### src/rtl/ata_cb_pkg.sv
package ata_cb_pkg;

  typedef enum logic [3:0] {
    S_IDLE, S_COLLECT, S_CLASSIFY, S_POLL_REQ, S_POLL_WAIT,
    S_EXECUTE, S_DATA, S_DONE, S_HALT
  } cbStateT;

  localparam logic [1:0] CAUSE_NONE  = 2'd0;
  localparam logic [1:0] CAUSE_DEV   = 2'd1;
  localparam logic [1:0] CAUSE_PHASE = 2'd2;
  localparam logic [1:0] CAUSE_TMO   = 2'd3;

  // strobes from control to datapath
  typedef struct packed {
    logic       startBlk;
    logic       takeByte;
    logic       latchDev;
    logic       pollClr;
    logic       pollInc;
    logic       setCause;
    logic [1:0] causeCode;
  } ctlStrobeT;

endpackage

### src/rtl/ata_cb_dpath.sv
module ata_cb_dpath
  import ata_cb_pkg::*;
#(
  parameter int BYTE_W   = 8,
  parameter int CB_LEN   = 16,
  parameter int POLL_W   = 16,
  parameter int SUB_CMD  = 8'h24,
  parameter int ACT_IDX  = 2,
  parameter int DEV_IDX  = 11,
  parameter int DEV_BIT  = 4
) (
  input  logic              clk,
  input  logic              rst,
  input  ctlStrobeT         stb,
  input  logic [BYTE_W-1:0] inData,
  input  logic [BYTE_W-1:0] cfgSignature,
  input  logic              lunDevBit,
  input  logic [POLL_W-1:0] pollLimit,
  output logic              isAta,
  output logic [BYTE_W-1:0] actFlags,
  output logic              lastBusy,
  output logic              devBit,
  output logic [1:0]        cause
);

  localparam int CNT_W   = $clog2(CB_LEN + 2);
  localparam logic [CNT_W-1:0] CNT_SAT = CNT_W'(CB_LEN + 1);
  localparam logic [CNT_W-1:0] CNT_FULL = CNT_W'(CB_LEN);

  logic [CNT_W-1:0]  byteCnt;
  logic              sigOk, subOk, devField;
  logic [POLL_W-1:0] pollCnt;
  logic [POLL_W:0]   limitEff;

  always_ff @(posedge clk) begin
    if (rst) begin
      byteCnt  <= '0;
      sigOk    <= 1'b0;
      subOk    <= 1'b0;
      actFlags <= '0;
      devField <= 1'b0;
    end else if (stb.startBlk) begin
      byteCnt  <= CNT_W'(1);
      sigOk    <= (inData == cfgSignature);
      subOk    <= 1'b0;
      actFlags <= '0;
      devField <= 1'b0;
    end else if (stb.takeByte) begin
      if (byteCnt != CNT_SAT) byteCnt <= byteCnt + 1'b1;
      if (byteCnt == CNT_W'(1))       subOk    <= (inData == BYTE_W'(SUB_CMD));
      if (byteCnt == CNT_W'(ACT_IDX)) actFlags <= inData;
      if (byteCnt == CNT_W'(DEV_IDX)) devField <= inData[DEV_BIT];
    end
  end

  assign isAta = sigOk && subOk && (byteCnt == CNT_FULL);

  always_ff @(posedge clk) begin
    if (rst) begin
      devBit <= 1'b0;
    end else if (stb.latchDev) begin
      devBit <= actFlags[5] ? devField : lunDevBit;
    end
  end

  always_ff @(posedge clk) begin
    if (rst || stb.pollClr) pollCnt <= '0;
    else if (stb.pollInc)   pollCnt <= pollCnt + 1'b1;
  end

  assign limitEff = (pollLimit == '0) ? (POLL_W+1)'(1) : {1'b0, pollLimit};
  assign lastBusy = ({1'b0, pollCnt} + (POLL_W+1)'(1)) >= limitEff;

  always_ff @(posedge clk) begin
    if (rst || stb.startBlk) cause <= CAUSE_NONE;
    else if (stb.setCause)   cause <= stb.causeCode;
  end

endmodule

### src/rtl/ata_cb_ctrl.sv
module ata_cb_ctrl
  import ata_cb_pkg::*;
#(
  parameter int BUSY_BIT = 7
) (
  input  logic      clk,
  input  logic      rst,
  input  logic      inValid,
  input  logic      inLast,
  input  logic      isAta,
  input  logic [7:0] actFlags,
  input  logic      lastBusy,
  input  logic      regRdAck,
  input  logic [7:0] regRdData,
  input  logic      dataDone,
  input  logic      devErr,
  input  logic      phaseErr,
  output ctlStrobeT stb,
  output logic      inReady,
  output logic      clsValid,
  output logic      regRdReq,
  output logic      execStrobe,
  output logic      doneOk,
  output logic      halted
);

  cbStateT state, nextState;
  logic    accept, devHalt, phHalt;

  always_ff @(posedge clk) begin
    if (rst) state <= S_IDLE;
    else     state <= nextState;
  end

  assign inReady    = (state == S_IDLE) || (state == S_COLLECT);
  assign accept     = inValid && inReady;
  assign clsValid   = (state == S_CLASSIFY);
  assign regRdReq   = (state == S_POLL_REQ);
  assign execStrobe = (state == S_EXECUTE);
  assign doneOk     = (state == S_DONE);
  assign halted     = (state == S_HALT);
  assign devHalt    = devErr && !actFlags[4];
  assign phHalt     = phaseErr && !actFlags[3];

  always_comb begin
    nextState = state;
    stb       = '0;
    unique case (state)
      S_IDLE: if (accept) begin
        stb.startBlk = 1'b1;
        stb.takeByte = 1'b1;
        nextState    = inLast ? S_CLASSIFY : S_COLLECT;
      end
      S_COLLECT: if (accept) begin
        stb.takeByte = 1'b1;
        if (inLast) nextState = S_CLASSIFY;
      end
      S_CLASSIFY: begin
        stb.latchDev = 1'b1;
        stb.pollClr  = 1'b1;
        if (!isAta)           nextState = S_IDLE;
        else if (actFlags[2]) nextState = S_EXECUTE;
        else                  nextState = S_POLL_REQ;
      end
      S_POLL_REQ: nextState = S_POLL_WAIT;
      S_POLL_WAIT: if (regRdAck) begin
        if (regRdData[BUSY_BIT]) begin
          stb.pollInc = 1'b1;
          if (lastBusy) begin
            stb.setCause  = 1'b1;
            stb.causeCode = CAUSE_TMO;
            nextState     = S_HALT;
          end else begin
            nextState = S_POLL_REQ;
          end
        end else begin
          nextState = S_EXECUTE;
        end
      end
      S_EXECUTE: nextState = S_DATA;
      S_DATA: begin
        if (devHalt) begin
          stb.setCause  = 1'b1;
          stb.causeCode = CAUSE_DEV;
          nextState     = S_HALT;
        end else if (phHalt) begin
          stb.setCause  = 1'b1;
          stb.causeCode = CAUSE_PHASE;
          nextState     = S_HALT;
        end else if (dataDone) begin
          nextState = S_DONE;
        end
      end
      S_DONE:  nextState = S_IDLE;
      S_HALT:  nextState = S_IDLE;
      default: nextState = S_IDLE;
    endcase
  end

endmodule

### src/rtl/ata_cb_interp.sv
module ata_cb_interp
  import ata_cb_pkg::*;
#(
  parameter int POLL_W = 16
) (
  input  logic              clk,
  input  logic              rst,
  input  logic [7:0]        cfgSignature,
  input  logic              lunDevBit,
  input  logic [POLL_W-1:0] pollLimit,
  input  logic              inValid,
  input  logic [7:0]        inData,
  input  logic              inLast,
  output logic              inReady,
  output logic              clsValid,
  output logic              clsIsAta,
  output logic              regRdReq,
  input  logic              regRdAck,
  input  logic [7:0]        regRdData,
  output logic              execStrobe,
  output logic              execUdma,
  output logic              execIdentify,
  output logic              execDev,
  input  logic              dataDone,
  input  logic              devErr,
  input  logic              phaseErr,
  output logic              doneOk,
  output logic              halted,
  output logic [1:0]        haltCause
);

  ctlStrobeT  stb;
  logic       isAta, lastBusy, devBit;
  logic [7:0] actFlags;

  ata_cb_ctrl u_ctrl (
    .clk(clk), .rst(rst), .inValid(inValid), .inLast(inLast),
    .isAta(isAta), .actFlags(actFlags), .lastBusy(lastBusy),
    .regRdAck(regRdAck), .regRdData(regRdData), .dataDone(dataDone),
    .devErr(devErr), .phaseErr(phaseErr), .stb(stb), .inReady(inReady),
    .clsValid(clsValid), .regRdReq(regRdReq), .execStrobe(execStrobe),
    .doneOk(doneOk), .halted(halted)
  );

  ata_cb_dpath #(.POLL_W(POLL_W)) u_dpath (
    .clk(clk), .rst(rst), .stb(stb), .inData(inData),
    .cfgSignature(cfgSignature), .lunDevBit(lunDevBit),
    .pollLimit(pollLimit), .isAta(isAta), .actFlags(actFlags),
    .lastBusy(lastBusy), .devBit(devBit), .cause(haltCause)
  );

  assign clsIsAta     = clsValid && isAta;
  assign execUdma     = actFlags[6];
  assign execIdentify = actFlags[7];
  assign execDev      = devBit;

endmodule

### config.mk
export PLATFORM = sky130hd
export DESIGN_NAME = ata_cb_interp
export DESIGN_NICKNAME = d
export VERILOG_FILES = /design/src/rtl/ata_cb_pkg.sv /design/src/rtl/ata_cb_dpath.sv /design/src/rtl/ata_cb_ctrl.sv /design/src/rtl/ata_cb_interp.sv
export SDC_FILE = /design/constraint.sdc
export NUM_CORES = 1
export LEC_CHECK = 0
export ABC_CLOCK_PERIOD_IN_PS = 2700
export BUFFER_PORTS_ARGS = -buffer_cell sky130_fd_sc_hd__buf_2
export CAP_MARGIN = 5
export CORE_UTILIZATION = 41
export CTS_CLUSTER_SIZE = 40
export DETAILED_ROUTE_END_ITERATION = 6
export PLACE_DENSITY = 0.73
export SLEW_MARGIN = 30
export SYNTH_ARGS = -nofsm -noshare
export SYNTH_HDL_FRONTEND = slang
export SYNTH_SLANG_ARGS = --single-unit
### constraint.sdc
create_clock -name clk -period 2.7 [get_ports clk]
set_input_delay 0.135 -clock clk [delete_from_list [all_inputs] [get_ports clk]]
set_output_delay 0.135 -clock clk [all_outputs]
set_load 0.02 [all_outputs]
==> key figures <==
Outcome
  • Status: finished, violations left
  • Failing checks: setup timing

Clock tree
  • H-Tree Depth: 2
  • TritonCTS clock tree: done
  • Clock slew at reported path FFs: 0.08 ns
  • Clk_lat worst skew: 0.30 ns
  • Clock Tree Root: clkbuf_8
  • Clock Sinks: 37
  • CTS Buf Count: 5
  • Hold-fix buffers, CTS: 0
  • Longest Clk Path Bufs: 2

Synth
  • Ys async rst share: 0
  • Synthesized instance count: around 340
  • Area share of and/or/nand/nor cells after synthesis: 0.291
  • Compound-Gate Fraction of Synth Area: 0.135
  • Top-count cell post-synth: nor2_1
  • Post-synth top area share: 0.272
  • Yosys cell types: 54
  • Post-synth top cells: nor2_1 (40), dfxtp_1 (37), inv_1 (29)
  • Synth warn: 0
  • Post-Syn Area: 0.00273 mm²
  • Sequential element share of the synthesized area: 0.272
  • Syn_area_per_cell: 8.07 µm²
  • FF+latch count, synth: 37
  • Post-synthesis mux area share: 0.0330
  • Most used DFF post-synth: dfxtp_1
  • Post-synth EDFFs: 0
  • Synthesized-area fraction occupied by adder cells: 0.0963
  • Net count after synthesis: around 410
  • Top cells by area, synth: dfxtp_1 (27%), ha_1 (9.6%), xor2_1 (5.8%), nor2_1 (5.5%), xnor2_1 (5.5%)
  • Synth area leader: dfxtp_1
  • Xor and xnor area share after synthesis: 0.112
  • Largest family of logic cells by synthesized area: simple AND/OR/NAND/NOR gates

Timing
  • PnR worst setup slack: -0.0728 ns
  • Fin Setup TNS: -0.225 ns
  • Peak Freq: 361 MHz
  • Final hold vios: 0
  • Slew Limit Fails: 0
  • RSZ-0062 raised after global routing: yes
  • Final Cycle Share: 1.03
  • Final Hold Slack: 0.0678 ns
  • Worst clock skew: 0.00856 ns
  • Worst slew pin tran: just under 0.6 ns
  • Min Clock Period, post-route: 2.77 ns
  • Slew HR: 0.603
  • # setup viols final: 4

Floorplan
  • Core Footprint: between 0.006 and 0.007 mm²
  • I/O pin count: a little over 60
  • Starting Density: 0.427
  • Row Count: 29
  • Die span in y: 83.6 µm
  • Die area: 0.00698 mm²
  • Die width: 83.6 µm

Power
  • Design internal power: 839 µW
  • Seq pwr share: 0.483
  • Total power: 1200 µW
  • Peak supply drop: 0.225 mV
  • Leakage Power: ~0.0015 µW
  • Switching Share: 0.304
  • Clk pwr share: 0.320
  • Pwr/cell area: approximately 350 mW/mm²
  • Logic pwr share: 0.196
  • Net Switching: 366 µW

Drt
  • Iteration-0 DRC Markers: 85
  • DRC Markers: 0
  • WL/cell: 13.0 µm
  • Vias/cell: 5.29
  • Final ANT Viol Nets: 0
  • Vias: 2611
  • Drt pass-1 iters: 4
  • Routed wire length: 6.42 mm

Worst setup path
  • Reg-to-Reg Start: u_dpath.pollCnt[1]$_SDFFE_PP0P_
  • WP buf/inv: 1
  • Crit path arrival time: 2.94 ns
  • CP Class: reg2reg
  • CP endpoint kind: flop
  • Family with the most delay on the worst path: simple AND/OR/NAND/NOR gates
  • CP max stage cell: or4_4
  • Critical Path Fanout Max: 4
  • CP most frequent cell: nand4_1
  • Worst setup SP type: flop
  • Reg2Reg Setup Slack: -0.07 ns
  • Critical-path cell list: ha_4 -> and4_4 -> nand4_1 -> buf_4 -> xnor2_1 -> ha_1 -> nand4_1 -> or4_4 -> a31oi_4 -> a211o_1 -> a311oi_2
  • R2R Path End: u_ctrl.state[0]$_SDFFE_PP0P_
  • R2R cell count: 11
  • CP max stage delay: 0.54 ns
  • Worst EP required: 2.87 ns

Finish
  • Synthesis-to-layout area growth: 25.6%
  • Final nets: 486
  • Layout cells sized above 1: 0.288
  • Layout Utilization: 0.536
  • Diodes inserted: 0

Global route
  • Initial antenna violation count: 0
  • Vias in the first global route: 2439
  • Total GRT Usage: 0.185
  • Grt total ovfl: 0
  • Global-route wire length before repair: 10.7 mm
  • Largest net degree at the start of global routing: 22

Placement
  • Buffers added on ports: 53
  • Final Wtd Congestion: 0.905
  • DPL Wire Length: between 5 and 6 mm
  • Setup WS pre-CTS: -0.107 ns

Worst hold path
  • Hold crit path type: in2reg
  • Hold Path Cell Cnt: 2
  • WHS Endpoint: u_dpath.sigOk$_SDFFE_PP0P_
  • HP Start: rst

Run
  • Max-Cap Viols: 0
## flip-flops by register name, summed over array words and instances (netlist names)
signal	cells
u_ctrl.state	4
u_dpath.actFlags	6
u_dpath.byteCnt	5
u_dpath.cause	2
u_dpath.devBit	1
u_dpath.devField	1
u_dpath.pollCnt	16
u_dpath.sigOk	1
u_dpath.subOk	1
## final cells by class
cell class,count,area [µm²]
Sequential cell,37,754
Timing Repair Buffer,82,483
Clock inverter,3,17.5
Inverter,29,109
Fill cell,583,2960
Tap cell,77,96.3
Clock buffer,5,68.8
Multi-Input combinational cell,261,1900
## through the flow
| step | instance area (µm²) | instances |
|---|---|---|
| after floorplan | 2760 | 338 |
| after CTS | 3370 | 491 |
| after global routing | 3420 | 494 |
| final | 3420 | 494 |
| after detailed placement | 3250 | 482 |
| after global placement | 3250 | 482 |
## cell usage in the layout (no fill, tap or decap), drive strengths merged, types with 3 or more instances in the layout
cell / Yosys / layout
xnor2: 17 / 17
nor2: 40 / 40
or3: 8 / 8
o21ai: 14 / 14
dfxtp: 37 / 37
or4: 3 / 3
nor4: 10 / 10
nor3: 15 / 15
nand4: 8 / 8
xor2: 18 / 18
nand3: 11 / 11
and3: 4 / 4
mux2i: 9 / 9
nor2b: 4 / 4
ha: 21 / 21
a21oi: 18 / 18
inv: 29 / 29
clkbuf: 6 / 5
nand2: 21 / 21
buf: 5 / 82
a211oi: 5 / 5
nand2b: 4 / 4
## worst max path at each step
stage / start / to / slack (ns) / cells past startpoint
2_1_floorplan: u_dpath.pollCnt[7]$_SDFFE_PP0P_ / u_ctrl.state[0]$_SDFFE_PP0P_ / 0.005 / 11
3_3_place_gp: u_dpath.pollCnt[1]$_SDFFE_PP0P_ / u_dpath.cause[1]$_SDFFE_PP0P_ / -0.02 / 10
3_5_place_dp: u_dpath.pollCnt[1]$_SDFFE_PP0P_ / u_ctrl.state[0]$_SDFFE_PP0P_ / -0.11 / 11
4_1_cts: u_dpath.pollCnt[1]$_SDFFE_PP0P_ / u_ctrl.state[0]$_SDFFE_PP0P_ / -0.09 / 10
5_1_grt: u_dpath.pollCnt[1]$_SDFFE_PP0P_ / u_ctrl.state[0]$_SDFFE_PP0P_ / -0.17 / 11
6_report: u_dpath.pollCnt[1]$_SDFFE_PP0P_ / u_ctrl.state[0]$_SDFFE_PP0P_ / -0.07 / 11
## power by group through the flow
stage	clock network [µW]	logic, µW	registers [µW]
after CTS	393	236	582
after detailed placement	0	233	597
after floorplan	0	165	584
after global routing	416	263	585
after global placement	0	227	596
final	386	236	582
## kinds of logic after synthesis
| group | Yosys count |
|---|---|
| compound gates | 56 |
| xor+xnor | 35 |
| fa+ha+maj | 21 |
| buf+inv | 40 |
| flops | 37 |
| mux | 9 |
| simple gates | 140 |
## routing by layer
layer  wire, µm  part of all wire  track usage
met3        321             0.050       0.0346
met2       2990              0.47        0.311
met5          0                 0            0
met4         43            0.0067       0.0570
met1       3060              0.48        0.239
## repair_timing
item                       CTS  global route
pin swaps                   10            11
resized for setup            6            12
setup endpoints to repair    5             5
setup buffers                1             3
(Power assumes the default switching activity.)
